**src/rtl/plru_set_array.sv**
```systemverilog
module plru_set_array #(
  parameter int IDX_W = 6
) (
  input  logic             clk,
  input  logic             rst,
  input  logic             hit_valid,
  input  logic [IDX_W-1:0] hit_set,
  input  logic [1:0]       hit_way,
  input  logic [IDX_W-1:0] rd_set,
  output logic [1:0]       victim_way
);
  localparam int LO_W = IDX_W / 2;
  localparam int HI_W = IDX_W - LO_W;
  localparam int LO_N = 1 << LO_W;
  localparam int HI_N = 1 << HI_W;
  localparam int SETS = 1 << IDX_W;

  // tree layout: [2] root, [1] leaf of ways {0,1}, [0] leaf of ways {2,3}
  function automatic logic [1:0] pick(input logic [2:0] t);
    return t[2] ? {1'b1, t[0]} : {1'b0, t[1]};
  endfunction

  logic [HI_N-1:0]      grp_sel;
  logic [LO_N-1:0]      mbr_sel;
  logic [SETS-1:0]      upd_en;
  logic [SETS-1:0][2:0] tree_q;
  logic [2:0]           rd_tree;

  assign grp_sel = hit_valid ? ({{(HI_N-1){1'b0}}, 1'b1} << hit_set[IDX_W-1:LO_W]) : '0;
  assign mbr_sel = {{(LO_N-1){1'b0}}, 1'b1} << hit_set[LO_W-1:0];

  for (genvar h = 0; h < HI_N; h++) begin : g_grp
    for (genvar l = 0; l < LO_N; l++) begin : g_mbr
      assign upd_en[h*LO_N+l] = grp_sel[h] & mbr_sel[l];
    end
  end

  for (genvar i = 0; i < SETS; i++) begin : g_trk
    logic [2:0] t_q;
    always_ff @(posedge clk) begin
      if (rst) begin
        t_q <= '0;
      end else if (upd_en[i]) begin
        t_q[2] <= ~hit_way[1];
        if (hit_way[1]) t_q[0] <= ~hit_way[0];
        else            t_q[1] <= ~hit_way[0];
      end
    end
    assign tree_q[i] = t_q;
  end

  assign rd_tree    = tree_q[rd_set];
  assign victim_way = pick(rd_tree);

  a_r3_one_enable: assert property (@(posedge clk) disable iff (rst)
    hit_valid |-> ($countones(upd_en) == 1 && upd_en[hit_set]));

  a_r3_quiet_decode: assert property (@(posedge clk) disable iff (rst)
    !hit_valid |-> upd_en == '0);

  a_r5_points_away: assert property (@(posedge clk) disable iff (rst)
    hit_valid |=> pick(tree_q[$past(hit_set)]) != $past(hit_way));

  a_r6_hold: assert property (@(posedge clk) disable iff (rst)
    !hit_valid |=> $stable(tree_q));
endmodule

```
**config.mk**
```make
export PLATFORM = sky130hd
export DESIGN_NAME = plru_set_array
export DESIGN_NICKNAME = d
export VERILOG_FILES = /design/src/rtl/plru_set_array.sv
export SDC_FILE = /design/constraint.sdc
export NUM_CORES = 1
export LEC_CHECK = 0
export BUFFER_PORTS_ARGS = -buffer_cell sky130_fd_sc_hd__clkbuf_2
export CORE_UTILIZATION = 66
export CTS_CLUSTER_SIZE = 28
export DETAILED_ROUTE_END_ITERATION = 8
export PLACE_DENSITY_LB_ADDON = 0.2
export SYNTH_ARGS = -nofsm -noshare
export SYNTH_HDL_FRONTEND = slang
export SYNTH_SLANG_ARGS = --single-unit
export TNS_END_PERCENT = 1
```
**constraint.sdc**
```tcl
create_clock -name clk -period 4.55 [get_ports clk]
set_clock_uncertainty 0.2 [all_clocks]
set_input_delay 0.6825 -clock clk [delete_from_list [all_inputs] [get_ports clk]]
set_output_delay 0.6825 -clock clk [all_outputs]
set_load 0.01 [all_outputs]
```
==> results.sh <==
export IMPL_run_status="complete, no violations"
export IMPL_synthCells=940
export IMPL_post_drt_via_cell_ratio=7.05
export IMPL_startpoint_type="input pin"
export IMPL_finalSetupTns_ps=0
export IMPL_postLayoutSetupSlackWorst_ps=557
export IMPL_cts_root_to_sink_buffers=2
export IMPL_maximum_number_of_pins_on_one_net_before_global_route_repair=126
export IMPL_r2r_end="g_trk[52].t_q[0]"
export IMPL_synth_async_sr_flop_share_pct=0
export IMPL_reg_top3="g_trk.t_q: 192 flops"
export IMPL_antenna_violating_nets_post_route=0
export IMPL_ctsRootBufferMaster="clkbuf_16"
export IMPL_drt_wl_total_um=23500
export IMPL_post_route_design_area_mm2=0.00952
export IMPL_total_routing_usage_reported_by_global_routing_pct=35.3
export IMPL_synth_warnings=0
export IMPL_die_area_mm2=0.0138
export IMPL_worstPathArrival_ps=3110
export IMPL_port_buffers=18
export IMPL_initial_utilization_pct=68.6
export IMPL_place_congestion=0.825
export IMPL_num_fill_cells=886
export IMPL_syn_avg_cell_area_um2=9.36
export IMPL_layoutNonFillerInstCount=1080
export IMPL_mappedNetlistArea_mm2=0.00880
export IMPL_wire_per_inst_um=21.8
export IMPL_via_count_of_the_first_global_routing_pass=7382
export IMPL_insertedDiodeCount=0
export IMPL_synth_edf_count=0
export IMPL_synth_yosys_seq_area_share_pct=43.7
export IMPL_critPathLaunch="rd_set[0]"
export IMPL_detail_route_drc_violations=0
export IMPL_place_hpwl_um=14100
export IMPL_cp_data_required_time_ps=3670
export IMPL_timing_setup_critical_path_class="in -> out"
export IMPL_fraction_of_layout_cells_with_a_size_suffix_above_1_pct=13.8
export IMPL_worstMarginPinSlew_ps=1300
export IMPL_largest_register_ff_count=192
export IMPL_power_static_leakage_nw=3.21
export IMPL_floorplan_die_width_um=117
export IMPL_finalCoreUtilization_pct=74.2
export IMPL_rsz0062_at_grt="no"
export IMPL_gr_total_overflow=0
export IMPL_worst_path_max_fanout=18
export IMPL_reg2reg_depth=2
export IMPL_floorplan_rows=41
export IMPL_nNetsFinal=912
export IMPL_rr_startpoint="g_trk[52].t_q[0]"
export IMPL_timing_final_crit_share_pct=87.8
export IMPL_yosysUniqueCellTypes=35
export IMPL_htreeDepth=4
export IMPL_placed_area_mm2=0.00888
export IMPL_vias=7616
export IMPL_critPathCaptureType="output port"
export IMPL_resized_cells_post_cts=0
export IMPL_io_pins=19
export IMPL_number_of_nets_in_the_synthesized_netlist=957
export IMPL_power_density_mw_per_mm2=372
export IMPL_reg2reg_setup_slack_ps=3570
export IMPL_pre_cts_ws_ps=600
export IMPL_crit_end="victim_way[0]"
export IMPL_area_growth_synth_to_final_pct=8.19
export IMPL_setup_viol=0
export IMPL_clock_latency_ps=430
export IMPL_clock_tree_from_tritoncts="yes"
export IMPL_min_path_type="reg -> reg"
export IMPL_grt_first_pass_wirelength_um=38100
export IMPL_final_hold_violation_count=0
export IMPL_detailed_route_iter0_violations=1023
export IMPL_synth_ff_type="dfxtp_1"
export IMPL_tritoncts_num_buffers=17
export IMPL_numClockSinks=192
export IMPL_dpl_cell_count=1048
export IMPL_design_core_area_mm2=0.0128
export IMPL_max_vdd_ir_drop_uv=290
export IMPL_cts_clk_slew_worst_paths_ps=60
export IMPL_period_needed_ps=3990
export IMPL_regMostFlops="g_trk.t_q"
export IMPL_max_cap_viol_count=0
export IMPL_maxSlewViolCount=0
export IMPL_ys_ff_latch=192
export IMPL_max_clock_freq_ghz=0.250
export IMPL_grt_antenna_before_repair=0
export IMPL_max_transition_margin_pct=13.1
export IMPL_first_pass_iters=5
export IMPL_cts_post_setup_buffers_inserted=0
export IMPL_floorplan_die_height_um=117
export IMPL_hold_buffers=0
[cells in the final DEF, fill, tap and decap left out, types with 3 or more instances in the layout]
| master | count |
|---|---|
| a211oi_1 | 116 |
| a21oi_1 | 80 |
| a22oi_1 | 4 |
| and3_1 | 65 |
| buf_4 | 14 |
| bufinv_16 | 4 |
| clkbuf_16 | 17 |
| clkbuf_2 | 14 |
| clkbuf_8 | 4 |
| clkinv_2 | 4 |
| dfxtp_1 | 192 |
| mux2i_1 | 4 |
| mux4_2 | 52 |
| nand2_1 | 17 |
| nand2b_1 | 3 |
| nand3_1 | 8 |
| nor2_1 | 126 |
| nor2b_1 | 5 |
| nor3_1 | 116 |
| o21ai_0 | 8 |
| o21ai_1 | 3 |
| o31ai_1 | 6 |
| or3_1 | 10 |
| or3b_2 | 3 |
| or4_1 | 6 |
[cell families after synthesis]
group | synth area share (%)
buffers and inverters | 4.35
and+or+nand+nor | 20.9
muxes | 14.5
AOI/OAI and AO/OA | 16.5
DFF | 43.7
[routing by layer]
layer	up-vias	track usage, %	routed length [um]
met2	441	55.0	11200
met4	0	20.0	852
li1	3440	-	-
met3	75	7.12	2170
met1	3660	46.1	9280
met5	-	0	0
[cell type report]
type	instances	area, um^2	area share, %
repair buffers	31	226	2.38
clock buffers	22	484	5.09
well taps	172	215	2.26
clock inverters	10	156	1.64
flip-flops and latches	192	3840	40.4
multi-input cells	653	4590	48.2
[power by group]
group          internal (W)  switching [W]  leakage [nW]
logic             0.0000626       0.000171          1.35
clock network      0.000976       0.000635         0.316
registers           0.00169     0.00000508          1.55
total               0.00273       0.000811          3.21
[through the flow]
stage                     hold WS, ps  total power [W]
final                             282          0.00354
after global routing              298          0.00363
after CTS                         278          0.00353
after detailed placement          268          0.00196
after global placement            256          0.00195
after floorplan                   245          0.00189
[cells in the mapped netlist (3+ instances only)]
cell type / number / area share, %
nor2b_1: 5 / 0.36
mux2i_1: 4 / 0.46
a211oi_1: 116 / 9.9
dfxtp_1: 192 / 44
a22oi_1: 4 / 0.34
buf_2: 3 / 0.17
o31ai_1: 6 / 0.51
nand3_1: 8 / 0.46
or3b_2: 3 / 0.30
clkbuf_1: 89 / 3.8
and3_1: 65 / 4.6
nor3_1: 117 / 6.7
nand2_1: 17 / 0.73
mux4_2: 52 / 13
nor2_1: 126 / 5.4
o21ai_0: 8 / 0.46
o21ai_1: 3 / 0.17
nand2b_1: 3 / 0.21
buf_6: 3 / 0.38
or3_1: 10 / 0.71
a21oi_1: 80 / 4.6
or4_1: 6 / 0.51
[worst min path at each step]
stage | from | endpoint | slack, ps | depth (start not counted)
after floorplan | g_trk[18].t_q[1] | g_trk[18].t_q[1] | 250 | 2
after global placement | g_trk[20].t_q[1] | g_trk[20].t_q[1] | 260 | 2
after detailed placement | g_trk[2].t_q[1] | g_trk[2].t_q[1] | 270 | 2
after CTS | g_trk[2].t_q[1] | g_trk[2].t_q[1] | 280 | 2
after global routing | g_trk[2].t_q[1] | g_trk[2].t_q[1] | 300 | 2
final | g_trk[2].t_q[1] | g_trk[2].t_q[1] | 280 | 2
[worst max-delay path, cell delays in order]
cell	delay [ps]
buf_4	320
buf_12	250
mux4_2	530
mux4_2	520
a22oi_1	240
o21ai_1	140
mux2_4	290
clkbuf_2	130
Power figures use the tool's default switching activity.
